[src/rtl/pmu_pkg.sv]
package pmu_pkg;
  localparam int unsigned ADDR_W = 3;
  typedef enum logic [ADDR_W-1:0] {
    A_CTRL = 3'd0,
    A_SEL  = 3'd1,
    A_CNT  = 3'd2,
    A_EVT  = 3'd3,
    A_UEN  = 3'd4
  } pmu_addr_e;
endpackage

[src/rtl/pmu_access.sv]
module pmu_access
  import pmu_pkg::*;
(
  input  logic              req_i,
  input  logic              we_i,
  input  logic              priv_i,
  input  logic [ADDR_W-1:0] addr_i,
  input  logic              uen_i,
  output logic              deny_o,
  output logic              rd_o,
  output logic              wr_ctrl_o,
  output logic              wr_sel_o,
  output logic              wr_cnt_o,
  output logic              wr_evt_o,
  output logic              wr_uen_o
);
  logic ok;
  logic wr;

  always_comb begin
    case (pmu_addr_e'(addr_i))
      A_CTRL:              ok = priv_i;
      A_SEL, A_CNT, A_EVT: ok = priv_i | uen_i;
      A_UEN:               ok = priv_i | ~we_i;
      default:             ok = 1'b1;
    endcase
  end

  assign deny_o    = req_i & ~ok;
  assign rd_o      = req_i & ok & ~we_i;
  assign wr        = req_i & ok & we_i;
  assign wr_ctrl_o = wr & (addr_i == A_CTRL);
  assign wr_sel_o  = wr & (addr_i == A_SEL);
  assign wr_cnt_o  = wr & (addr_i == A_CNT);
  assign wr_evt_o  = wr & (addr_i == A_EVT);
  assign wr_uen_o  = wr & (addr_i == A_UEN);

  always_comb begin
    AST_CTRL_PRIV_ONLY: assert (!(wr_ctrl_o && !priv_i));
    AST_DENY_NO_WRITE: assert (!(deny_o && (wr_sel_o || wr_cnt_o || wr_evt_o || wr_uen_o || wr_ctrl_o)));
  end
endmodule

[src/rtl/pmu_counter.sv]
module pmu_counter #(
  parameter int unsigned CNT_W      = 32,
  parameter int unsigned NUM_EVENTS = 8,
  localparam int unsigned EVT_W     = $clog2(NUM_EVENTS)
) (
  input  logic                  clk_i,
  input  logic                  rst_ni,
  input  logic                  en_i,
  input  logic                  load_i,
  input  logic [CNT_W-1:0]      load_val_i,
  input  logic                  evt_wr_i,
  input  logic [EVT_W-1:0]      evt_val_i,
  input  logic [NUM_EVENTS-1:0] events_i,
  output logic [CNT_W-1:0]      cnt_o,
  output logic [EVT_W-1:0]      evt_o
);
  logic [CNT_W-1:0] cnt_q;
  logic [EVT_W-1:0] evt_q;
  logic             hit;

  assign hit = en_i & events_i[evt_q];

  always_ff @(posedge clk_i or negedge rst_ni) begin
    if (!rst_ni) begin
      cnt_q <= '0;
      evt_q <= '0;
    end else begin
      if (load_i)   cnt_q <= load_val_i;  // software write wins
      else if (hit) cnt_q <= cnt_q + CNT_W'(1);
      if (evt_wr_i) evt_q <= evt_val_i;
    end
  end

  assign cnt_o = cnt_q;
  assign evt_o = evt_q;

  AST_LOAD_WINS: assert property (@(posedge clk_i) disable iff (!rst_ni)
    load_i |=> cnt_q == $past(load_val_i));
  AST_STEP_ONE: assert property (@(posedge clk_i) disable iff (!rst_ni)
    (!$past(load_i) && !$stable(cnt_q)) |-> cnt_q == $past(cnt_q) + CNT_W'(1));
  AST_DISABLED_HOLDS: assert property (@(posedge clk_i) disable iff (!rst_ni)
    (!en_i && !load_i) |=> $stable(cnt_q));
endmodule

[src/rtl/pmu_bank.sv]
module pmu_bank
  import pmu_pkg::*;
#(
  parameter int unsigned NUM_CNT    = 3,
  parameter int unsigned CNT_W      = 32,
  parameter int unsigned NUM_EVENTS = 8,
  parameter int unsigned SEL_W      = 5
) (
  input  logic                  clk_i,
  input  logic                  rst_ni,
  input  logic                  req_i,
  input  logic                  we_i,
  input  logic                  priv_i,
  input  logic [ADDR_W-1:0]     addr_i,
  input  logic [CNT_W-1:0]      wdata_i,
  input  logic [NUM_EVENTS-1:0] events_i,
  output logic [CNT_W-1:0]      rdata_o,
  output logic                  err_o
);
  localparam int unsigned EVT_W = $clog2(NUM_EVENTS);

  logic [NUM_CNT-1:0] en_q;
  logic [SEL_W-1:0]   sel_q;
  logic               uen_q;
  logic               deny, rd, wr_ctrl, wr_sel, wr_cnt, wr_evt, wr_uen;
  logic [CNT_W-1:0]   cnt_arr [NUM_CNT];
  logic [EVT_W-1:0]   evt_arr [NUM_CNT];
  logic [CNT_W-1:0]   cur_cnt, rd_val;
  logic [EVT_W-1:0]   cur_evt;

  pmu_access u_access (
    .req_i     (req_i),
    .we_i      (we_i),
    .priv_i    (priv_i),
    .addr_i    (addr_i),
    .uen_i     (uen_q),
    .deny_o    (deny),
    .rd_o      (rd),
    .wr_ctrl_o (wr_ctrl),
    .wr_sel_o  (wr_sel),
    .wr_cnt_o  (wr_cnt),
    .wr_evt_o  (wr_evt),
    .wr_uen_o  (wr_uen)
  );

  for (genvar i = 0; i < NUM_CNT; i++) begin : g_cnt
    logic slot;
    assign slot = (sel_q == SEL_W'(i));
    pmu_counter #(
      .CNT_W      (CNT_W),
      .NUM_EVENTS (NUM_EVENTS)
    ) u_counter (
      .clk_i      (clk_i),
      .rst_ni     (rst_ni),
      .en_i       (en_q[i]),
      .load_i     (wr_cnt & slot),
      .load_val_i (wdata_i),
      .evt_wr_i   (wr_evt & slot),
      .evt_val_i  (wdata_i[EVT_W-1:0]),
      .events_i   (events_i),
      .cnt_o      (cnt_arr[i]),
      .evt_o      (evt_arr[i])
    );
  end

  // out-of-range select matches no slot: reads 0
  always_comb begin
    cur_cnt = '0;
    cur_evt = '0;
    for (int i = 0; i < NUM_CNT; i++) begin
      if (sel_q == SEL_W'(i)) begin
        cur_cnt = cnt_arr[i];
        cur_evt = evt_arr[i];
      end
    end
  end

  always_comb begin
    case (pmu_addr_e'(addr_i))
      A_CTRL:  rd_val = CNT_W'(en_q);
      A_SEL:   rd_val = CNT_W'(sel_q);
      A_CNT:   rd_val = cur_cnt;
      A_EVT:   rd_val = CNT_W'(cur_evt);
      A_UEN:   rd_val = CNT_W'(uen_q);
      default: rd_val = '0;
    endcase
  end

  always_ff @(posedge clk_i or negedge rst_ni) begin
    if (!rst_ni) begin
      en_q    <= '0;
      sel_q   <= '0;
      uen_q   <= 1'b0;
      rdata_o <= '0;
      err_o   <= 1'b0;
    end else begin
      if (wr_ctrl) en_q  <= wdata_i[NUM_CNT-1:0];
      if (wr_sel)  sel_q <= wdata_i[SEL_W-1:0];
      if (wr_uen)  uen_q <= wdata_i[0];
      rdata_o <= rd ? rd_val : '0;
      err_o   <= deny;
    end
  end

  AST_ERR_FROM_USER: assert property (@(posedge clk_i) disable iff (!rst_ni)
    err_o |-> $past(req_i && !priv_i));
  AST_ERR_READS_ZERO: assert property (@(posedge clk_i) disable iff (!rst_ni)
    err_o |-> rdata_o == '0);
  AST_UEN_PRIV_WRITE: assert property (@(posedge clk_i) disable iff (!rst_ni)
    !$stable(uen_q) |-> $past(req_i && we_i && priv_i && addr_i == A_UEN));
  AST_CTRL_STABLE_USER: assert property (@(posedge clk_i) disable iff (!rst_ni)
    (req_i && !priv_i) |=> $stable(en_q));
  AST_USER_NEEDS_UEN: assert property (@(posedge clk_i) disable iff (!rst_ni)
    (req_i && !priv_i && !uen_q && (addr_i == A_SEL || addr_i == A_CNT || addr_i == A_EVT)) |=> err_o);
endmodule

[config.mk]
export PLATFORM = sky130hd
export DESIGN_NAME = pmu_bank
export DESIGN_NICKNAME = d
export VERILOG_FILES = /design/src/rtl/pmu_pkg.sv /design/src/rtl/pmu_access.sv /design/src/rtl/pmu_counter.sv /design/src/rtl/pmu_bank.sv
export SDC_FILE = /design/constraint.sdc
export NUM_CORES = 1
export LEC_CHECK = 0
export BUFFER_PORTS_ARGS = -buffer_cell sky130_fd_sc_hd__buf_2
export CORE_MARGIN = 5
export CORE_UTILIZATION = 40
export DETAILED_ROUTE_END_ITERATION = 12
export PLACE_DENSITY = 0.67
export SYNTH_ARGS = -nofsm -noshare
export SYNTH_HDL_FRONTEND = slang
export SYNTH_SLANG_ARGS = --single-unit
[constraint.sdc]
create_clock -name clk_i -period 5.7 [get_ports clk_i]
set_input_delay 1.425 -clock clk_i [delete_from_list [all_inputs] [get_ports clk_i]]
set_output_delay 1.425 -clock clk_i [all_outputs]
set_load 0.02 [all_outputs]
Yosys cells after proc, flatten, opt, wreduce, memory -nomap -nowiden
Index checks and enable logic that the tools add are counted.
- register bits: 147
- bits of input ports: 48
- word-level logic and storage cells: 72
- $add $sub $neg: 3
- $lt $le $gt $ge: 3
- equal/unequal tests: 6
- muxes and demuxes: 21
- bitwise operators: 22
- reduce and logical (&&, ||, !) cells: 6
- operator list (operator ; count):
    $mux 32 ; 10
    $pmux 32 s5 ; 1
    $add 32x1->32 const B ; 3
    $and 1x1->1 ; 18
    $lt 3x4->1 const B ; 3
    $bmux 1 s3 ; 3
    $mux 3 ; 3
    $eq 3x2->1 const B ; 2
    $reduce_bool 2->1 ; 3
    $eq 5x1->1 const B ; 1
    $eq 5x2->1 const B ; 1
    $logic_not 5->1 ; 1
    $eq 3x1->1 const B ; 1
    $eq 3x3->1 const B ; 1
    $logic_not 3->1 ; 1
    $mux 1 ; 3
    $pmux 1 s3 ; 1
    $reduce_or 3->1 ; 1
    $not 1->1 ; 2
    $or 1x1->1 ; 2

Longest topological paths before layout
- depth after elaboration: 8
- mapped depth: 9
- gate-level depth less buffers: 7

By module
A second synthesis with hierarchy kept.
- cells, all modules: 911
- area, all modules: 8376.8 um^2
- by module, submodules not included (module ; times used ; cells each ; area each (um^2)):
    pmu_counter ; 3 ; 231 ; 2072.0
    pmu_bank ; 1 ; 203 ; 2053.2
    pmu_access ; 1 ; 15 ; 107.6

Worst setup path after synthesis
OpenSTA, ideal clock, no wires.
- path kind: input -> register
- start point: in addr_i[1]
- end point: reg g_cnt[0].u_counter.cnt_q[0]
- setup time: 0.138 ns
- arrival time: 2.764 ns
- slack: 2.798 ns
- cell stages on the path: 8
- path buffers: 3
- cells stage by stage: buf_2 > nor2_1 > a21oi_1 > o211a_1 > buf_2 > nand3_1 > clkbuf_1 > a21oi_1
- cells in the longest elaborated chain, start to end: 8
- RTL lines (element ; RTL line ; RTL):
    from (decl) ; pmu_bank.sv:14 ; input logic [ADDR_W-1:0] addr_i,
    $eq 3x2->1 (tied with other cells) ; pmu_access.sv:21 ; case (pmu_addr_e'(addr_i))
    $reduce_or 3->1 ; pmu_access.sv:21 ;
    $pmux 1 s3 ; pmu_access.sv:21 ;
    $and 1x1->1 (2 in series) ; pmu_access.sv:31 ; assign wr = req_i & ok & we_i;
    $and 1x1->1 * ; pmu_access.sv:34 ; assign wr_cnt_o = wr & (addr_i == A_CNT);
    $and 1x1->1 * ; pmu_bank.sv:56 ; .load_i (wr_cnt & slot),
    $mux 32 or $reduce_bool 2->1 (tied branches) ; -- ;
    to (signal assigned) ; pmu_counter.sv:28 ; if (load_i) cnt_q <= load_val_i;
    to (signal assigned) ; pmu_counter.sv:29 ; else if (hit) cnt_q <= cnt_q + CNT_W'(1);
    to (decl) ; pmu_counter.sv:17 ; logic [CNT_W-1:0] cnt_q;
Every way passes the cells marked *; elsewhere a longest branch is shown, timed or not.
A chain may end at the register's enable or synchronous reset.

Final worst setup path
- start point: in addr_i[0]
- end point: reg g_cnt[0].u_counter.cnt_q[5]
The elaborated chain is that of the path after synthesis.

==> tab_implementation.tex <==
\begin{tabular}{lr}
\hline
Metric & Value \\
\hline
\multicolumn{2}{l}{\textbf{Place}} \\
\quad DP Area & roughly 0.0086 mm2 \\
\quad HPWL Detailed & roughly 15000 um \\
\quad Final weighted congestion in routability-driven placement & $\sim$0.85 \\
\quad Worst setup slack after placement & roughly 2.2 ns \\
\quad Number of buffers added on ports & 80 \\
\multicolumn{2}{l}{\textbf{Global routing}} \\
\quad Pin count of the biggest net entering global routing & 64 \\
\quad Antenna violations before repair & 0 \\
\quad Via count of the first global-routing pass & approximately 6400 \\
\quad Wire length of the first global-routing pass & $\sim$34000 um \\
\quad GR Overflow Total & 0 \\
\quad Overall Global Routing Usage & 0.194 \\
\multicolumn{2}{l}{\textbf{Worst setup path}} \\
\quad Worst R2R Path Depth & 6 \\
\quad Buffers and inverters on the worst path & 2 \\
\quad Critical-path cell list & buf\_2, nor2\_1, a21oi\_1, o211a\_1, nand3\_2, buf\_4, mux2\_2 \\
\quad Crit-path max FO & 63 \\
\quad Worst EP arrival & between 3 and 4 ns \\
\quad Required arrival time at the worst endpoint & between 6 and 7 ns \\
\quad Kind of start point of the critical path & input pin \\
\quad Longest individual stage delay on the worst path & 0.53 ns \\
\quad Top Family by Delay on Critical Path & buffers and inverters \\
\quad Kind of critical path & in2reg \\
\quad Worst reg2reg startpoint & g\_cnt[1].u\_counter.cnt\_o[5] \\
\quad Endpoint of the lowest-slack register-to-register path & g\_cnt[1].u\_counter.cnt\_o[31] \\
\quad Kind of capture point of the worst setup path & flip-flop \\
\quad Setup slack, reg-to-reg & between 3 and 4 ns \\
\quad Critical-path cell with the highest stage delay & sky130\_fd\_sc\_hd\_\_buf\_4 \\
\multicolumn{2}{l}{\textbf{STA}} \\
\quad Hold Violations, Final & 0 \\
\quad Unrepaired setup endpoints after global routing & no \\
\quad Total count of max-transition violations in the final report & 0 \\
\quad Actual slew at the worst max-slew pin & about 1.1 ns \\
\quad Setup ws final & roughly 2.7 ns \\
\quad Final setup viols & 0 \\
\quad Post-layout min period & 3.04 ns \\
\quad Clock Skew & around 0.012 ns \\
\quad Slew headroom & 0.280 \\
\quad Setup total negative slack & 0 ns \\
\quad Achievable frequency & 0.329 GHz \\
\quad Fraction of the cycle the final worst path needs & 0.533 \\
\multicolumn{2}{l}{\textbf{Route}} \\
\quad Number of nets still failing antenna checks after routing & 0 \\
\quad Routed length on met1 & 10100 um \\
\quad Vias/cell & about 5.6 \\
\quad Amount of wire on met2 after detailed routing & about 9900 um \\
\quad Remaining DRCs & 0 \\
\quad Routed WL per cell & about 18 um \\
\quad Number of iterations in the first detailed-routing pass & 8 \\
\quad Final Routed Wirelength & between 20000 and 25000 um \\
\quad Top routing layer used & met4 \\
\quad Detailed route wirelength on metal3 & around 1300 um \\
\quad Via total after detailed routing & 6582 \\
\quad Number of DRC markers in iteration 0 & 782 \\
\multicolumn{2}{l}{\textbf{Pwr}} \\
\quad Combinational cell fraction of total power & 0.205 \\
\quad Switching power of the nets & approximately 1.1 mW \\
\quad Static leakage & between 3 and 4 nW \\
\quad Net switching fraction of the power & 0.325 \\
\quad Cell area power density & between 300 and 400 mW/mm2 \\
\quad Cell internal power dissipation & around 2.3 mW \\
\quad Clock group share of total power & 0.343 \\
\quad Worst IR drop on VDD & approximately 0.23 mV \\
\quad Reg power frac & 0.452 \\
\multicolumn{2}{l}{\textbf{Final layout}} \\
\quad Nets & 954 \\
\quad Layout cell share with drive strength beyond 1 & 0.187 \\
\quad Design Area, Final & $\sim$0.0092 mm2 \\
\quad Number of inserted diodes & 0 \\
\quad Area growth from synthesis to final layout & 15.5\% \\
\multicolumn{2}{l}{\textbf{Synth}} \\
\quad Mean post-synth cell area & around 9.5 um2 \\
\quad Top-count cell post-synth & sky130\_fd\_sc\_hd\_\_nor2\_1 \\
\quad Sequential-to-total area share from yosys stat & 0.462 \\
\quad \#FFs+latches synth & 147 \\
\quad Cell taking the most area after synthesis & sky130\_fd\_sc\_hd\_\_dfrtp\_1 \\
\quad Net count of the mapped netlist & 889 \\
\quad Count of distinct cell types in the synthesized netlist & 54 \\
\quad Most frequently used flop master after synthesis & sky130\_fd\_sc\_hd\_\_dfrtp\_1 \\
\quad Share of async-settable or async-resettable flops after synthesis & 1.00 \\
\quad Number of flops mapped to enable cells by yosys & 0 \\
\quad Synth warn & 0 \\
\quad Largest cells by area after synthesis & sky130\_fd\_sc\_hd\_\_dfrtp\_1 (46\%), sky130\_fd\_sc\_hd\_\_nor2\_1 (7.3\%), sky130\_fd\_sc\_hd\_\_a21oi\_1 (6.1\%) \\
\quad Cells after Synth & 838 \\
\quad Netlist area before placement & 0.00797 mm2 \\
\quad Area fraction of the dominant cell type after synthesis & 0.462 \\
\quad Leading post-synthesis cells by instance count & sky130\_fd\_sc\_hd\_\_nor2\_1 (156), sky130\_fd\_sc\_hd\_\_dfrtp\_1 (147), sky130\_fd\_sc\_hd\_\_a21oi\_1 (97) \\
\multicolumn{2}{l}{\textbf{Status}} \\
\quad Status & completed \\
\multicolumn{2}{l}{\textbf{Job}} \\
\quad Max-cap violations & 0 \\
\multicolumn{2}{l}{\textbf{Floorplan}} \\
\quad Core footprint & about 0.02 mm2 \\
\quad Floorplan row count & approximately 50 \\
\quad Die outline width & between 150 and 200 um \\
\quad Die Span Y & approximately 150 um \\
\quad I/O Pins & between 80 and 90 \\
\quad Starting utilization of the core area & 0.408 \\
\quad Die ar. & about 0.023 mm2 \\
\multicolumn{2}{l}{\textbf{Hold path}} \\
\quad Hold EP & uen\_q \\
\quad Hold Crit Depth & 1 \\
\quad Class of the most critical hold timing path & reg2reg \\
\quad Start point of the worst hold path & uen\_q \\
\multicolumn{2}{l}{\textbf{Clocking}} \\
\quad Root Buffer & sky130\_fd\_sc\_hd\_\_clkbuf\_16 \\
\quad Buffers inserted during post-CTS setup optimization & 0 \\
\quad Later-pin clock latency in the skew report & 0.43 ns \\
\quad Maximum root-to-sink buffer count & 2 \\
\quad Hold buffer count at cts & 0 \\
\quad PostCTS Resize Cnt & 0 \\
\quad Number of H-tree levels & 4 \\
\quad Clock slew at reported path FFs & roughly 0.060 ns \\
\quad Clock sinks & 147 \\
\quad Clock tree from TritonCTS & built \\
\quad Number of buffers created by CTS & 17 \\
\hline
\end{tabular}
## layout make-up
cell class / instances / area [um2]
Clock buffer: 20 / 447
Clock inverter: 12 / 155
Fill cell: 1922 / 10300
Tap cell: 265 / 332
Sequential cell: 147 / 3680
Inverter: 15 / 56.3
Timing Repair Buffer: 93 / 504
Multi-Input combinational cell: 629 / 4030
## logic make-up (layout without fill, tap and decap cells)
kind of cell | after synthesis | count (layout) | share of synthesized area
xor+xnor | 92 | 92 | 0.101
fa+ha+maj | 3 | 3 | 0.00471
simple gates | 343 | 343 | 0.217
mux | 36 | 36 | 0.0493
compound gates | 155 | 155 | 0.132
flops | 147 | 147 | 0.462
buf+inv | 62 | 140 | 0.0344
## worst max path at each step
stage | start | end | slack, ns | depth (start not counted)
6_report | addr_i[0] | g_cnt[0].u_counter.cnt_o[5] | 2.66 | 7
5_1_grt | addr_i[0] | g_cnt[0].u_counter.cnt_o[5] | 2.52 | 7
4_1_cts | events_i[3] | g_cnt[0].u_counter.cnt_o[22] | 2.70 | 7
3_5_place_dp | events_i[3] | g_cnt[0].u_counter.cnt_o[22] | 2.25 | 7
3_3_place_gp | addr_i[0] | g_cnt[0].u_counter.cnt_o[5] | 2.32 | 7
2_1_floorplan | addr_i[1] | g_cnt[0].u_counter.cnt_o[0] | 2.80 | 8
## sequential cells by signal (all words and copies together) (netlist names)
name / flops
g_cnt.u_counter.cnt_o: 96
rdata_o: 32
g_cnt.u_counter.evt_o: 9
sel_q: 5
en_q: 3
err_o: 1
uen_q: 1
## power by group through the flow
stage          Clock [mW]  Sequential [mW]  Combinational (mW)
5_1_grt              1.20             1.55               0.768
3_3_place_gp            0             1.52               0.671
3_5_place_dp            0             1.53               0.684
4_1_cts              1.16             1.51               0.692
2_1_floorplan           0             1.45               0.536
6_report             1.15             1.52               0.690
## metrics by stage
step                      instances  total power [mW]  utilization  hold slack [ns]
final                          1181              3.36        0.471            0.543
after global routing           1181              3.52        0.471            0.572
after CTS                      1181              3.37        0.471            0.544
after detailed placement       1149              2.21        0.440            0.531
after global placement         1149              2.20        0.440            0.522
after floorplan                 838              1.98            -            0.502
## cell usage in the layout, fill, tap and decap left out, drive strengths merged, types with 4 or more instances in the layout
cell type,n
clkinvlp,5
nor3,27
inv,17
nor4,8
a222oi,29
xor2,40
clkbuf,20
mux2i,13
nand2,32
and4,9
nor2,156
nand2b,4
a22oi,5
nor3b,5
a22o,6
nor2b,5
xnor2,52
nand3,45
dfrtp,147
a21oi,98
mux2,23
nand4,25
buf,93
and3,19
## worst reg2reg max path: stages, from the launching register on
cell and delay, ns:
sky130_fd_sc_hd__dfrtp_1 0.44, sky130_fd_sc_hd__nand4_1 0.17, sky130_fd_sc_hd__nor3_1 0.74, sky130_fd_sc_hd__nand3_2 0.44, sky130_fd_sc_hd__nor4_1 0.43, sky130_fd_sc_hd__xnor2_1 0.17
sky130_fd_sc_hd__a21oi_1 0.08
## routing by layer
layer,vias up,track usage
met2,218,0.296
li1,3123,-
met5,-,0
met4,0,0.0571
met3,25,0.0395
met1,3216,0.281
(Power assumes the default switching activity.)
